==> src/rtl/ucseq_pkg.sv <==
package ucseq_pkg;
  localparam int UPC_W       = 4;
  localparam int OP_W        = 6;
  localparam int UCODE_DEPTH = 10;

  typedef enum logic [1:0] {SQ_NEXT = 2'b00, SQ_FETCH = 2'b01, SQ_DISP1 = 2'b10, SQ_DISP2 = 2'b11} seq_e;
  typedef enum logic [1:0] {ALU_ADD = 2'b00, ALU_SUB = 2'b01, ALU_FUNCT = 2'b10} alu_e;
  typedef enum logic [1:0] {SB_REG = 2'b00, SB_FOUR = 2'b01, SB_IMM = 2'b10, SB_IMMSH = 2'b11} srcb_e;
  typedef enum logic [1:0] {RG_NONE = 2'b00, RG_READ = 2'b01, RG_WR_ALU = 2'b10, RG_WR_MDR = 2'b11} regc_e;
  typedef enum logic [1:0] {MM_NONE = 2'b00, MM_FETCH = 2'b01, MM_RD_ALU = 2'b10, MM_WR_ALU = 2'b11} memc_e;
  typedef enum logic [1:0] {PW_NONE = 2'b00, PW_ALU = 2'b01, PW_COND = 2'b10, PW_JUMP = 2'b11} pcw_e;

  typedef struct packed {
    alu_e  alu;
    logic  src1;
    srcb_e src2;
    regc_e regc;
    memc_e memc;
    pcw_e  pcw;
    seq_e  seq;
  } uinstr_t;

  localparam logic [UPC_W-1:0] UA_FETCH   = UPC_W'(0);
  localparam logic [UPC_W-1:0] UA_DECODE  = UPC_W'(1);
  localparam logic [UPC_W-1:0] UA_MEMADDR = UPC_W'(2);
  localparam logic [UPC_W-1:0] UA_LDRD    = UPC_W'(3);
  localparam logic [UPC_W-1:0] UA_LDWB    = UPC_W'(4);
  localparam logic [UPC_W-1:0] UA_STWR    = UPC_W'(5);
  localparam logic [UPC_W-1:0] UA_REXE    = UPC_W'(6);
  localparam logic [UPC_W-1:0] UA_RWB     = UPC_W'(7);
  localparam logic [UPC_W-1:0] UA_BEQ     = UPC_W'(8);
  localparam logic [UPC_W-1:0] UA_JMP     = UPC_W'(9);

  localparam logic [OP_W-1:0] OPC_RTYPE = OP_W'(6'h00);
  localparam logic [OP_W-1:0] OPC_JMP   = OP_W'(6'h02);
  localparam logic [OP_W-1:0] OPC_BEQ   = OP_W'(6'h04);
  localparam logic [OP_W-1:0] OPC_LOAD  = OP_W'(6'h23);
  localparam logic [OP_W-1:0] OPC_STORE = OP_W'(6'h2B);
endpackage

==> src/rtl/ucseq_rom.sv <==
module ucseq_rom
  import ucseq_pkg::*;
(
  input  logic [UPC_W-1:0] addr,
  output uinstr_t          word
);
  function automatic uinstr_t mk(alu_e a, logic s1, srcb_e s2, regc_e r, memc_e m, pcw_e p, seq_e q);
    uinstr_t w;
    w.alu = a; w.src1 = s1; w.src2 = s2; w.regc = r; w.memc = m; w.pcw = p; w.seq = q;
    return w;
  endfunction

  always_comb begin
    unique case (addr)
      UA_FETCH:   word = mk(ALU_ADD,   1'b0, SB_FOUR,  RG_NONE,   MM_FETCH,  PW_ALU,  SQ_NEXT);
      UA_DECODE:  word = mk(ALU_ADD,   1'b0, SB_IMMSH, RG_READ,   MM_NONE,   PW_NONE, SQ_DISP1);
      UA_MEMADDR: word = mk(ALU_ADD,   1'b1, SB_IMM,   RG_NONE,   MM_NONE,   PW_NONE, SQ_DISP2);
      UA_LDRD:    word = mk(ALU_ADD,   1'b0, SB_REG,   RG_NONE,   MM_RD_ALU, PW_NONE, SQ_NEXT);
      UA_LDWB:    word = mk(ALU_ADD,   1'b0, SB_REG,   RG_WR_MDR, MM_NONE,   PW_NONE, SQ_FETCH);
      UA_STWR:    word = mk(ALU_ADD,   1'b0, SB_REG,   RG_NONE,   MM_WR_ALU, PW_NONE, SQ_FETCH);
      UA_REXE:    word = mk(ALU_FUNCT, 1'b1, SB_REG,   RG_NONE,   MM_NONE,   PW_NONE, SQ_NEXT);
      UA_RWB:     word = mk(ALU_ADD,   1'b0, SB_REG,   RG_WR_ALU, MM_NONE,   PW_NONE, SQ_FETCH);
      UA_BEQ:     word = mk(ALU_SUB,   1'b1, SB_REG,   RG_NONE,   MM_NONE,   PW_COND, SQ_FETCH);
      UA_JMP:     word = mk(ALU_ADD,   1'b0, SB_REG,   RG_NONE,   MM_NONE,   PW_JUMP, SQ_FETCH);
      default:    word = mk(ALU_ADD,   1'b0, SB_REG,   RG_NONE,   MM_NONE,   PW_NONE, SQ_FETCH);
    endcase
  end
endmodule

==> src/rtl/ucseq_dispatch.sv <==
module ucseq_dispatch
  import ucseq_pkg::*;
#(
  parameter int TBL = 1
) (
  input  logic [OP_W-1:0]  opcode,
  output logic [UPC_W-1:0] target,
  output logic             hit
);
  generate
    if (TBL == 1) begin : g_tbl1
      always_comb begin
        hit = 1'b1;
        unique case (opcode)
          OPC_RTYPE: target = UA_REXE;
          OPC_JMP:   target = UA_JMP;
          OPC_BEQ:   target = UA_BEQ;
          OPC_LOAD,
          OPC_STORE: target = UA_MEMADDR;
          default: begin
            target = UA_FETCH;
            hit    = 1'b0;
          end
        endcase
      end
    end else begin : g_tbl2
      always_comb begin
        hit = 1'b1;
        unique case (opcode)
          OPC_LOAD:  target = UA_LDRD;
          OPC_STORE: target = UA_STWR;
          default: begin
            target = UA_FETCH;
            hit    = 1'b0;
          end
        endcase
      end
    end
  endgenerate
endmodule

==> src/rtl/ucseq_decode.sv <==
module ucseq_decode
  import ucseq_pkg::*;
(
  input  uinstr_t    word,
  output logic       pc_load,
  output logic       pc_load_if_zero,
  output logic       addr_from_alu,
  output logic       mem_rd,
  output logic       mem_wr,
  output logic       ir_load,
  output logic       wb_from_mem,
  output logic       dst_from_rd,
  output logic       reg_wr,
  output logic       srca_reg,
  output logic [1:0] srcb_sel,
  output logic [1:0] alu_op,
  output logic [1:0] pc_src
);
  assign alu_op   = word.alu;
  assign srca_reg = word.src1;
  assign srcb_sel = word.src2;

  always_comb begin
    reg_wr = 1'b0; wb_from_mem = 1'b0; dst_from_rd = 1'b0;
    unique case (word.regc)
      RG_WR_ALU: begin reg_wr = 1'b1; dst_from_rd = 1'b1; end
      RG_WR_MDR: begin reg_wr = 1'b1; wb_from_mem = 1'b1; end
      default: ;
    endcase
  end

  always_comb begin
    mem_rd = 1'b0; mem_wr = 1'b0; ir_load = 1'b0; addr_from_alu = 1'b0;
    unique case (word.memc)
      MM_FETCH:  begin mem_rd = 1'b1; ir_load = 1'b1; end
      MM_RD_ALU: begin mem_rd = 1'b1; addr_from_alu = 1'b1; end
      MM_WR_ALU: begin mem_wr = 1'b1; addr_from_alu = 1'b1; end
      default: ;
    endcase
  end

  always_comb begin
    pc_load = 1'b0; pc_load_if_zero = 1'b0; pc_src = 2'b00;
    unique case (word.pcw)
      PW_ALU:  pc_load = 1'b1;
      PW_COND: begin pc_load_if_zero = 1'b1; pc_src = 2'b01; end
      PW_JUMP: begin pc_load = 1'b1; pc_src = 2'b10; end
      default: ;
    endcase
  end
endmodule

==> src/rtl/ucseq_top.sv <==
module ucseq_top
  import ucseq_pkg::*;
(
  input  logic             clk,
  input  logic             rst_n,
  input  logic [OP_W-1:0]  opcode,
  output logic [UPC_W-1:0] upc,
  output logic             pc_load,
  output logic             pc_load_if_zero,
  output logic             addr_from_alu,
  output logic             mem_rd,
  output logic             mem_wr,
  output logic             ir_load,
  output logic             wb_from_mem,
  output logic             dst_from_rd,
  output logic             reg_wr,
  output logic             srca_reg,
  output logic [1:0]       srcb_sel,
  output logic [1:0]       alu_op,
  output logic [1:0]       pc_src
);
  localparam int NTBL = 2;

  logic [UPC_W-1:0] upc_q, upc_nxt;
  uinstr_t          uword;
  logic [UPC_W-1:0] tgt [NTBL];
  logic [NTBL-1:0]  hit;

  ucseq_rom u_rom (.addr(upc_q), .word(uword));

  for (genvar t = 0; t < NTBL; t++) begin : g_disp
    ucseq_dispatch #(.TBL(t + 1)) u_disp (.opcode(opcode), .target(tgt[t]), .hit(hit[t]));
  end

  always_comb begin
    unique case (uword.seq)
      SQ_NEXT:  upc_nxt = upc_q + UPC_W'(1);
      SQ_DISP1: upc_nxt = tgt[0];
      SQ_DISP2: upc_nxt = tgt[1];
      default:  upc_nxt = UA_FETCH;
    endcase
  end

  always_ff @(posedge clk or negedge rst_n) begin
    if (!rst_n) upc_q <= UA_FETCH;
    else        upc_q <= upc_nxt;
  end

  assign upc = upc_q;

  ucseq_decode u_dec (
    .word(uword), .pc_load(pc_load), .pc_load_if_zero(pc_load_if_zero),
    .addr_from_alu(addr_from_alu), .mem_rd(mem_rd), .mem_wr(mem_wr), .ir_load(ir_load),
    .wb_from_mem(wb_from_mem), .dst_from_rd(dst_from_rd), .reg_wr(reg_wr),
    .srca_reg(srca_reg), .srcb_sel(srcb_sel), .alu_op(alu_op), .pc_src(pc_src)
  );

  assert_upc_range_R7: assert property (@(posedge clk) disable iff (!rst_n)
    upc_q < UPC_W'(UCODE_DEPTH));
  assert_seq_step_R2: assert property (@(posedge clk) disable iff (!rst_n)
    uword.seq == SQ_NEXT |=> upc_q == UPC_W'($past(upc_q) + UPC_W'(1)));
  assert_fetch_return_R3: assert property (@(posedge clk) disable iff (!rst_n)
    uword.seq == SQ_FETCH |=> upc_q == UA_FETCH);
  assert_disp1_miss_R6: assert property (@(posedge clk) disable iff (!rst_n)
    (uword.seq == SQ_DISP1 && !hit[0]) |=> upc_q == UA_FETCH);
  assert_disp2_miss_R6: assert property (@(posedge clk) disable iff (!rst_n)
    (uword.seq == SQ_DISP2 && !hit[1]) |=> upc_q == UA_FETCH);
  assert_mem_excl_R9: assert property (@(posedge clk) disable iff (!rst_n)
    !(mem_rd && mem_wr));
  assert_pc_excl_R9: assert property (@(posedge clk) disable iff (!rst_n)
    !(pc_load && pc_load_if_zero));
  assert_regwr_place_R9: assert property (@(posedge clk) disable iff (!rst_n)
    reg_wr |-> (upc_q == UA_LDWB || upc_q == UA_RWB));
endmodule

==> config.mk <==
export PLATFORM = sky130hd
export DESIGN_NAME = ucseq_top
export DESIGN_NICKNAME = d
export VERILOG_FILES = /design/src/rtl/ucseq_pkg.sv /design/src/rtl/ucseq_rom.sv /design/src/rtl/ucseq_dispatch.sv /design/src/rtl/ucseq_decode.sv /design/src/rtl/ucseq_top.sv
export SDC_FILE = /design/constraint.sdc
export NUM_CORES = 1
export LEC_CHECK = 0
export ABC_CLOCK_PERIOD_IN_PS = 2520
export BUFFER_PORTS_ARGS = -buffer_cell sky130_fd_sc_hd__buf_2
export CAP_MARGIN = 5
export CORE_AREA = 5 5 42 44
export CTS_CLUSTER_DIAMETER = 80
export CTS_CLUSTER_SIZE = 8
export DETAILED_ROUTE_END_ITERATION = 7
export DIE_AREA = 0 0 47 49
export PLACE_DENSITY = 0.74
export SYNTH_ARGS = -nofsm -noshare
export SYNTH_HDL_FRONTEND = slang
export SYNTH_SLANG_ARGS = --single-unit
==> constraint.sdc <==
create_clock -name clk -period 2.52 [get_ports clk]
set_clock_uncertainty 0.05 [all_clocks]
set_input_delay 0.252 -clock clk [delete_from_list [all_inputs] [get_ports clk]]
set_output_delay 0.252 -clock clk [all_outputs]
set_load 0.02 [all_outputs]
; ---- After elaboration in Yosys (flattened, before gate mapping)
; Memories as Yosys holds them, arrays and structs flattened.
; Index checks and enable logic that the tools add are counted.
[totals]
register_bits = 4
mem_bits_ro = 208
out_inout_bits = 20
elab_cells = 37
mem_count = 1
[classes]
add_sub_neg = 1
n_eq_ne = 14
muxes = 13
reduce_logical = 7
[memory_table]
columns = memory, depth, word_bits, rd, rd_ports_with_merged_regs, write_ports, line
row1 = (no name shown), 16, 13, 1, 0, 0, ucseq_rom.sv:14  ; unique case (addr)
[op_table]
columns = cell, n
row1 = $eq 2x2->1 const B, 8
row2 = $pmux 4 s4, 1
row3 = $eq 6x6->1 const B, 2
row4 = $pmux 4 s3, 1
row5 = $reduce_or 2->1, 5
row6 = $mux 1, 9
row7 = $eq 6x2->1 const B, 1
row8 = $eq 6x3->1 const B, 1
row9 = $logic_not 6->1, 1
row10 = $pmux 3 s2, 1
row11 = $add 4x1->4 const B, 1
row12 = $eq 2x1->1 const B, 2
row13 = $pmux 2 s2, 1
row14 = $logic_not 2->1, 1

; ---- Logic depth before layout (Yosys ltp)
; Gate-level depths: netlist of the first run.
[depth]
word_depth = 4
depth_mapped = 8
depth_no_buf = 8

; ---- By module
; From an unflattened synthesis of the first run, not the netlist that was laid out.
[unflattened]
hier_cells = 89
hier_area_um2 = 783.3
[modules_own_cells]
columns = mod, instances, cells_each, area_each_um2
row1 = ucseq_rom, 1, 29, 251.5
row2 = ucseq_top, 1, 23, 240.2
row3 = ucseq_decode, 1, 19, 136.4
row4 = ucseq_dispatch (g_disp[0].u_disp), 1, 11, 91.3
row5 = ucseq_dispatch (g_disp[1].u_disp), 1, 7, 63.8

; ---- Worst setup path before layout of the first run
; Ideal clock, no wire load.
[synth_path]
path_kind = flip-flop to flip-flop
start = register upc_q[1], in the netlist upc[1]
end = register upc_q[1], in the netlist upc[1]
setup_time_ns = 0.065
arrival_ns = 2.033
t_required_ns = 2.405
path_slack_ns = 0.371
path_stages_with_launch = 7
path_buffers = 0
period_less_slack_ns = 2.149
cell_sequence = dfrtp_1 inv_1 ha_1 or3b_1 or3_1 nor3_2 o221a_2
[synth_via]
elab_chain_len = 3
word_cells_on_any_way = 6
classes_between = 1 x add/sub / 2 x eq/ne / 1 x mux / 1 x reduce/logical / 1 x memory
[synth_rtl]
columns = item, line
row1 = start: declaration, ucseq_top.sv:24  ; logic [UPC_W-1:0] upc_q, upc_nxt;
row2 = start signal: assignment, ucseq_top.sv:46  ; else upc_q <= upc_nxt;
row3 = $mem_v2 16x13, --
row4 = $eq 2x2->1 / $logic_not 2->1 (equally long branches), ucseq_top.sv:36  ; unique case (uword.seq)
row5 = $pmux 4 s3 *, ucseq_top.sv:36
row6 = named net upc_nxt[1], ucseq_top.sv:24
; The timed path passes the listed nets; every way through them passes the cells marked *.

; ---- Final worst setup path of the first run
[layout_path]
start = register upc_q[1], in the netlist upc[1]
end = output port addr_from_alu
[layout_via]
elab_chain_len = 4
word_cells_on_any_way = 5
classes_between = 2 x eq/ne / 1 x mux / 1 x reduce/logical / 1 x memory
[layout_rtl]
columns = item, line
row1 = $mem_v2 16x13 *, --
row2 = $eq 2x2->1, ucseq_decode.sv:34  ; unique case (word.memc)
row3 = $reduce_or 2->1 (no source line) *, --
row4 = $mux 1 *, ucseq_decode.sv:34
row5 = end: declaration, ucseq_top.sv:10  ; output logic addr_from_alu,
; Every way passes the cells marked *; elsewhere a longest branch is shown, timed or not.

==> results of run 1 <==
[power breakdown]
part / switching [W] / internal, W
Clock: 0.0000303 / 0.0000535
Combinational: 0.000147 / 0.0000910
Sequential: 0.0000139 / 0.0000720
[layout by cell type, fill, tap and decap left out, types with 2 or more instances in the layout]
master / synthesis / final
buf_2: 0 / 27
clkbuf_4: 0 / 3
dfrtp_1: 4 / 4
ha_1: 8 / 8
inv_1: 9 / 9
mux2i_1: 2 / 2
nand2_1: 9 / 9
nand2b_1: 2 / 2
nor2_1: 6 / 6
nor3_1: 2 / 2
nor4_1: 2 / 2
or2_2: 2 / 2
or3_1: 2 / 2
or3b_1: 2 / 2
[final timing paths]
| kind | to | cells after the start | from |
|---|---|---|---|
| setup / recovery | addr_from_alu | 9 | upc[1] |
| hold / removal | upc[2] | 2 | rst_n |
| setup reg to reg | upc[1] | 6 | upc[1] |
| hold reg to reg | upc[0] | 2 | upc[0] |
| max in group asynchronous | upc[3] | 2 | rst_n |
| min in group clk | upc[3] | 3 | opcode[1] |
[area by class of cell]
type | instances | area (um2) | share of cell area, %
inverter | 9 | 33.78 | 4.787
clock buffer | 3 | 22.52 | 3.191
tap | 16 | 20.02 | 2.837
timing repair buffer | 29 | 152.6 | 21.63
sequential | 4 | 100.1 | 14.18
multi-input combinational | 52 | 376.6 | 53.37
[layer usage]
metal  wire, um  up-vias
met5          0        -
met4         60        0
met3         82        4
met2        744       18
met1        520      263
li1           -      289
[stage by stage]
step,total power [W],utilization [%],cells
floorplan,0.0002505,-,67
global placement,0.0003185,48.04,109
detailed placement,0.0003240,48.04,109
CTS,0.0004129,50.36,113
global route,0.0004435,50.36,113
finish,0.0004075,50.36,113
[critical path, delay by kind of cell (launching register included)]
kind	cells	cell delay, ps
AND/OR/NAND/NOR	4	510
flip-flops	1	470
adder cells (fa/ha/maj)	2	450
buffers and inverters	3	330
[logic make-up after synthesis]
family                   synth area share [%]
AO/OA/AOI/OAI                           8.872
XOR/XNOR                                3.358
adder cells (fa/ha/maj)                 19.19
buffers and inverters                   8.632
flip-flops                              19.19
multiplexers                            3.837
AND/OR/NAND/NOR                         36.93
==> results.cfg, run 1 <==
[clock_network]
cts_max_level = 1
postCtsHoldBufs = 1
worstSkewPairLatency_ps = 250
cts_resized = 0
clockBufferDepth = 2
post-cts-setup-buffer-count = 0
cts_sinks = 4
cts_tree = done
cts-buffers-inserted = 3
clk_pin_slew_worst_paths_ps = 40
cts_root_buf = clkbuf_4

[synthesis]
syn_avg_cell_area_um2 = 7.787
ys.flop_type = dfrtp_1
synth.net_count = 83
syn_inst = 67
synth_largest_area_cell = dfrtp_1
synth_area_leaders = dfrtp_1 (19%), ha_1 (19%), inv_1 (6.5%)
yosysSeqAreaShare_pct = 19.18
synth_edf_count = 0
synthArstFlopShare_pct = 100.0
synth_top_area_share_pct = 19.18
syn_area_um2 = 521.8
yosys-top-cells-count = inv_1 (9), nand2_1 (9), ha_1 (8), nor2_1 (6), dfrtp_1 (4)
ys_ff_latch = 4
yosysWarnings = 0
synth.distinct_cells = 29

[floorplanning]
fp.dieH_um = 49
io_pins = 28
rows = 14
die_w_um = 47
dieArea_um2 = 2303
initial_core_util_pct = 37.23
core_um2 = 1401

[global_routing]
grtUsageTotal_pct = 14.88
met3_usage_pct = 2.952
gr-total-overflow = 0
grt_pass1_vias = 571
grt_busiest_layer = met2
grt_max_degree = 15
grtUsageMet1_pct = 14.13
met2_usage_pct = 24.66
grt_pass1_wl_um = 2387
antenna_found_initial = 0

[drt]
antenna_left = 0
vias_per_cell = 5.080
vias = 574
wl_per_cell_um = 12.46
drt_wl_total_um = 1408
drtPass1Iterations = 3
drcViolationCount = 0
drt_iter0_markers = 2

[worst_setup_path]
cp-end-kind = primary output
required_ps = 2220
critPathLaunchType = flip-flop
path_cells = inv_1 > ha_1 > nand2b_1 > nand2_1 > nand2_1 > inv_1 > ha_1 > or2_2 > buf_2
path_class = reg -> out
slowest_stage = dfrtp_1
rrSetupSlack_ps = 340
critical_path_arrival_ps = 2010
cp_slowest_stage_delay_ps = 470
path_max_fanout = 8

[run_status]
status = complete, no violations

[sta]
setup_viol = 0
hold_viol = 0
period_share_pct = 91.63
worst_hold_slack_ps = 287.3
tightestPinTransition_ps = 400.1
max_slew_margin_pct = 73.33
min_period_ps = 2309
fin_ws_ps = 210.8
finalSetupTns_ps = 0
rsz0062_at_grt = false
drv_slew = 0
fmax_ghz = 0.4331

[layout]
nFillCells = 156
area_growth_pct = 35.25
design_area_um2 = 705.7
largest_reg_flops = 4
nets = 115
diodes = 0
drive_gt1_share_pct = 38.14

[worst_hold_path]
min_path_type = in -> async

[place]
dpl.hpwl_um = 1166
dpl_worst_slack_ps = 360.3
portBuffers = 27
place_area_um2 = 673.1
routabilityCongestion = 0.8335

[job]
drv_cap = 0

[power]
power_density_nw_per_um2 = 577.5
leakagePower_nw = 0.4256
ir_drop_v = 0.0002280
No activity file was read; power rests on OpenSTA's default activity.
==> run 2: changes to the inputs <==
--- a/config.mk
+++ b/config.mk
@@ -14,6 +14,7 @@
 export DETAILED_ROUTE_END_ITERATION = 7
 export DIE_AREA = 0 0 47 49
 export PLACE_DENSITY = 0.74
+export SETUP_SLACK_MARGIN = 0.5
 export SYNTH_ARGS = -nofsm -noshare
 export SYNTH_HDL_FRONTEND = slang
 export SYNTH_SLANG_ARGS = --single-unit
==> run 2 against run 1 <==
Maximum frequency is 15% higher. Sequential share of layout area shrank 2.2 points. Register-to-register slack improved by 170 ps. Non-clock buffer count grew 6. First-iteration DRC count increased to 9.0 times the previous value. Sequential cell count is the same. Final cell count is 6.2% higher. Global-route usage rose by 0.72 points. Die area unchanged. Critical path depth shrank 3. Critical path type is now reg -> reg. Largest cell class unchanged.
==> results.cfg, run 2 (synthesis results as in run 1) <==
[sta]
finalSetupTns_ps = 0
fin_ws_ps = 506.1
period_share_pct = 79.92
max_slew_margin_pct = 76.77
tightestPinTransition_ps = 343.5
fmax_ghz = 0.4966
drv_slew = 0
rsz0062_at_grt = true
hold_viol = 0
min_period_ps = 2014
setup_viol = 0

[worst_setup_path]
slowest_stage = dfrtp_2
path_class = reg -> reg
critical_path_arrival_ps = 2130
path_max_fanout = 5
path_cells = inv_2 > ha_4 > or3b_4 > or3_4 > nor3_4 > o221a_2
rrSetupSlack_ps = 510
required_ps = 2640
critPathLaunchType = flip-flop
r2r_start = upc[0]
cp_slowest_stage_delay_ps = 450
cp-end-kind = flip-flop
r2r-end = upc[1]
rr_worst_depth = 6

[place]
place_inst = 108
dpl.hpwl_um = 1066
routabilityCongestion = 0.8551
portBuffers = 27
dpl_worst_slack_ps = 297.4

[clock_network]
cts_tree = done
clk_pin_slew_worst_paths_ps = 40
cts_root_buf = clkbuf_4
cts_sinks = 4
cts_max_level = 1
cts-buffers-inserted = 3
worstSkewPairLatency_ps = 230
clockBufferDepth = 2

[layout]
nFillCells = 126
layout_commonest_cell = buf_2
drive_gt1_share_pct = 64.42
largest_reg_flops = 4
nets = 121
diodes = 0
multiInputGateArea_um2 = 475.5
stdcell_count = 120
layout_common_cells = buf_2 (24), buf_4 (8), nor2_1 (6)
regArea_um2 = 105.1
area_growth_pct = 67.87

[power]
clkPwrFrac_pct = 16.7
total_power_w = 0.0005182
switching_share_pct = 43.27
ir_drop_v = 0.0003484
seqPwrFrac_pct = 17.8
leakagePower_nw = 0.4590
p_comb_share_pct = 65.5
power_density_nw_per_um2 = 591.6
p_int_w = 0.0002939
p_switching_w = 0.0002242

[floorplanning]
core_um2 = 1401
rows = 14
io_pins = 28
dieArea_um2 = 2303
fp.dieH_um = 49
die_w_um = 47
initial_core_util_pct = 37.23

[global_routing]
grtUsageTotal_pct = 15.60
antenna_found_initial = 0
grt_max_degree = 15
grt_pass1_wl_um = 2656
gr-total-overflow = 0
grt_pass1_vias = 620

[drt]
vias = 627
drcViolationCount = 0
drt_wl_total_um = 1641
drt_iter0_markers = 18
wl_per_cell_um = 13.68
vias_per_cell = 5.225
drtPass1Iterations = 4
antenna_left = 0

[worst_hold_path]
min_path_type = in -> async

[job]
drv_cap = 0

[run_status]
status = complete, no violations
run 2: area by class of cell:
cell class	count	share of cell area [%]
Clock buffer	4	3.000
Inverter	9	4.143
Multi-Input combinational cell	52	54.29
Sequential cell	4	12.00
Tap cell	16	2.286
Timing Repair Buffer	35	24.29
run 2: metal layers:
metal	vias up	GRT usage, %	wire, um
met5	-	0	0
met4	0	9.217	0
met3	0	2.583	66
met2	21	28.28	980
met1	308	15.27	593
li1	298	-	-
run 2: timing repair:
item                                   CTS  global route
endpoints found under the hold margin    4             0
setup endpoints to repair                6             5
hold buffers                             1             0
resized for setup                       19            15
pin swaps                                4             5
setup buffers                            6             1
run 2: how the worst max path moves through the flow:
stage | start | end | slack (ps) | depth (start not counted)
detailed placement | upc[1] | upc[1] | 300 | 6
floorplan | upc[1] | upc[1] | 460 | 6
finish | upc[0] | upc[1] | 510 | 6
CTS | upc[0] | addr_from_alu | 460 | 8
global route | upc[0] | upc[1] | 450 | 6
global placement | upc[1] | upc[1] | 350 | 6
run 2: power by group through the flow:
stage               Clock (W)  Combinational, W  Sequential, W
finish              0.0000866          0.000339      0.0000922
global route         0.000101          0.000367      0.0000934
CTS                 0.0000895          0.000303      0.0000894
detailed placement          0          0.000234      0.0000892
global placement            0          0.000228      0.0000885
floorplan                   0          0.000161      0.0000929
run 2: through the flow:
stage	area (um2)	hold WS (ps)	utilization [%]
2_1_floorplan	531.8	-93.59	-
3_3_place_gp	674.4	8.658	48.13
3_5_place_dp	674.4	7.509	48.13
4_1_cts	827.0	288.9	59.02
5_1_grt	875.8	304.7	62.50
6_report	875.8	294.3	62.50
run 2: worst max-delay path: cells and delay by family, from the launching register on:
family          cells  cell delay, ps
simple gates        3             910
flops               1             450
compound gates      1             210
fa+ha+maj           1             260
buf+inv             1              80
==> run 3: changes to the inputs <==
--- a/config.mk
+++ b/config.mk
@@ -5,7 +5,7 @@
 export SDC_FILE = /design/constraint.sdc
 export NUM_CORES = 1
 export LEC_CHECK = 0
-export ABC_CLOCK_PERIOD_IN_PS = 2520
+export ABC_CLOCK_PERIOD_IN_PS = 2000
 export BUFFER_PORTS_ARGS = -buffer_cell sky130_fd_sc_hd__buf_2
 export CAP_MARGIN = 5
 export CORE_AREA = 5 5 42 44
==> constraint.sdc (replaced) <==
create_clock -name clk -period 2 [get_ports clk]
set_clock_uncertainty 0.05 [all_clocks]
set_input_delay 0.2 -clock clk [delete_from_list [all_inputs] [get_ports clk]]
set_output_delay 0.2 -clock clk [all_outputs]
set_load 0.02 [all_outputs]
==> run 3 against run 2 <==
The run now fails in global routing (5_1_grt). Synthesized cell count is the same. Area after synthesis is the same.
==> results.cfg, run 3 <==
[synthesis]
ys.flop_type = dfrtp_1
yosysSeqAreaShare_pct = 19.18
syn_avg_cell_area_um2 = 7.787
synth_mux_area_share_pct = 3.837
syn_area_um2 = 521.8
synth_area_leaders = dfrtp_1 (19%), ha_1 (19%), inv_1 (6.5%)
ys_ff_latch = 4
synth_top_family_by_area = simple AND/OR/NAND/NOR gates
yosysWarnings = 0
synth_compound_area_share_pct = 8.873
synth_largest_area_cell = dfrtp_1
synthXorXnorAreaFrac_pct = 3.357
synth_top_area_share_pct = 19.18
synth_edf_count = 0
synth.net_count = 83
synthArstFlopShare_pct = 100.0
yosys.area_share.simple_pct = 36.93
yosys-top-cells-count = inv_1 (9), nand2_1 (9), ha_1 (8), nor2_1 (6), dfrtp_1 (4)
synth.distinct_cells = 29
syn_inst = 67
synth_fa_ha_area_share_pct = 19.18

[clock_network]
cts_max_level = 1
cts_sinks = 4
cts_root_buf = clkbuf_4
clockBufferDepth = 2
cts-buffers-inserted = 3

[floorplanning]
die_w_um = 47
io_pins = 28
initial_core_util_pct = 37.23
rows = 14
fp.dieH_um = 49

[sta]
worstEpCategory = register input
worstEndpointGrtRepair = upc[1]$_DFF_PN0_/D

[run_status]
status = stopped before the end
haltStage = global routing (5_1_grt)
firstError = [ERROR DPL-0033] detailed placement checks failed during check placement.

[global_routing]
grt_max_degree = 15
antenna_found_initial = 0

[place]
routabilityCongestion = 0.7731
portBuffers = 27
place_area_um2 = 772.0
place_inst = 113
dpl.hpwl_um = 1293
dpl_worst_slack_ps = 0.2105
==> run 3: cell counts after synthesis <==
No cell type changed its count.
==> run 3: per-stage QoR <==
step           utilization, %  hold slack [ps]
2_1_floorplan               -           -145.6
3_3_place_gp            55.09           -41.11
3_5_place_dp            55.09           -36.89
4_1_cts                 83.84            238.0
==> run 3: kinds of logic after synthesis <==
kind of cell               count (synthesis)
AOI/OAI and AO/OA                          6
xor gates and xnor gates                   2
adders and majority gates                  8
buffers and inverters                     11
DFF                                        4
muxes                                      2
and+or+nand+nor                           34
==> run 3: what timing repair did <==
action,CTS
setup buffers,15
resized for setup,67
pin swaps,11
endpoints found under the setup margin,19
hold endpoints to repair,4
hold buffers,1
==> run 4: changes to the inputs <==
--- a/config.mk
+++ b/config.mk
@@ -8,13 +8,10 @@
 export ABC_CLOCK_PERIOD_IN_PS = 2000
 export BUFFER_PORTS_ARGS = -buffer_cell sky130_fd_sc_hd__buf_2
 export CAP_MARGIN = 5
-export CORE_AREA = 5 5 42 44
-export CTS_CLUSTER_DIAMETER = 80
-export CTS_CLUSTER_SIZE = 8
+export CORE_AREA = 5 5 66 68
 export DETAILED_ROUTE_END_ITERATION = 7
-export DIE_AREA = 0 0 47 49
-export PLACE_DENSITY = 0.74
-export SETUP_SLACK_MARGIN = 0.5
+export DIE_AREA = 0 0 71 73
+export PLACE_DENSITY_LB_ADDON = 0.15
 export SYNTH_ARGS = -nofsm -noshare
 export SYNTH_HDL_FRONTEND = slang
 export SYNTH_SLANG_ARGS = --single-unit
==> run 4 against run 3 <==
The run now ends clean.
==> results.cfg, run 4 (synthesis results as in run 1) <==
[sta]
setup_viol = 0
period_share_pct = 98.63
hold_viol = 0
min_period_ps = 1973
max_slew_margin_pct = 79.51
finalSetupTns_ps = 0
rsz0062_at_grt = true
drv_slew = 0
tightestPinTransition_ps = 304.5
fmax_ghz = 0.5069

[floorplanning]
rows = 23
core_um2 = 3799
die_w_um = 71
fp.dieH_um = 73
dieArea_um2 = 5183
io_pins = 28
initial_core_util_pct = 13.74

[place]
dpl.hpwl_um = 1463
routabilityCongestion = 0.7267
place_inst = 150
place_area_um2 = 789.5
portBuffers = 27

[drt]
drt_wl_total_um = 1740
vias = 612
drt_iter0_markers = 14
vias_per_cell = 3.873
antenna_left = 0
drtPass1Iterations = 3
drcViolationCount = 0
wl_per_cell_um = 11.01

[worst_setup_path]
r2r-end = upc[1]
crit_start = upc[0]
cp-end-kind = primary output
path_class = reg -> out
required_ps = 1750
r2r_start = upc[0]
critical_path_arrival_ps = 1720
rrSetupSlack_ps = 30
rr_worst_depth = 6
path_max_fanout = 4
critPathLaunchType = flip-flop

[layout]
layout_common_cells = buf_2 (26), buf_4 (10), nand2_1 (7)
diodes = 0
multiInputGateArea_um2 = 471.7
layout_commonest_cell = buf_2
area_growth_pct = 84.89
drive_gt1_share_pct = 60.19
nets = 126
stdcell_count = 158
design_area_um2 = 964.7
nFillCells = 460
largest_reg_flops = 4
final_util_pct = 25.40
regArea_um2 = 103.9

[clock_network]
cts_tree = done
worstSkewPairLatency_ps = 230
cts_max_level = 1
clockBufferDepth = 2
clk_pin_slew_worst_paths_ps = 30
cts_root_buf = clkbuf_8
cts-buffers-inserted = 3
cts_sinks = 4

[global_routing]
gr-total-overflow = 0
antenna_found_initial = 0
grtUsageTotal_pct = 7.448
grt_max_degree = 12
grt_pass1_wl_um = 2884
grt_pass1_vias = 617

[power]
leakagePower_nw = 0.4916
power_density_nw_per_um2 = 725.0
ir_drop_v = 0.0001372

[worst_hold_path]
min_path_type = in -> async

[run_status]
status = complete, no violations

[job]
drv_cap = 0
[run 4: critical path, stage by stage, from the launching register on]
cell and delay (ps):
dfrtp_2 420, inv_2 80, ha_4 180, nand2b_4 70, nand2_1 60, nand2_2 100
inv_1 90, ha_4 160, or2_4 220, buf_6 130
[run 4: metrics by stage]
| step | power, W | setup slack [ps] | hold slack [ps] |
|---|---|---|---|
| 6_report | 0.0006994 | 27.35 | 262.4 |
| 3_3_place_gp | 0.0004699 | 77.80 | -39.76 |
| 2_1_floorplan | 0.0003367 | -27.27 | -145.6 |
| 4_1_cts | 0.0006753 | 15.06 | 267.5 |
| 3_5_place_dp | 0.0004701 | 26.86 | -40.53 |
| 5_1_grt | 0.0007529 | -55.35 | 286.0 |
[run 4: final cells by class]
class,instances,area share [%]
multi-input cells,52,48.90
repair buffers,40,25.81
inverters,9,3.761
clock buffers,3,4.280
well taps,50,6.485
flip-flops and latches,4,10.77
[run 4: power breakdown]
group / total, W / internal (W) / switching [W]
Sequential: 0.000110 / 0.0000927 / 0.0000173
Clock: 0.000178 / 0.000129 / 0.0000487
Combinational: 0.000412 / 0.000184 / 0.000228
Total: 0.000699 / 0.000405 / 0.000294
[run 4: how the worst max path moves through the flow]
stage                          to  slack (ps)  cells after the start
floorplan                  upc[1]         -30                      6
detailed placement         upc[1]          30                      6
global route        addr_from_alu         -60                      9
finish              addr_from_alu          30                      9
global placement           upc[1]          80                      6
CTS                       ir_load          20                      9
[run 4: routing by layer]
metal	part of all wire, %	track usage, %	routed length (um)
met2	56	13.18	966
met3	3.0	1.377	53
met5	0	0	0
met1	39	7.813	684
met4	2.0	5.637	35
[run 4: timing repair]
action / in CTS / in global routing
endpoints found under the setup margin: 2 / 4
setup buffers: 3 / 1
pin swaps: 0 / 2
hold buffers: 1 / 0
gates resized for setup: 12 / 11
endpoints found under the hold margin: 4 / 0
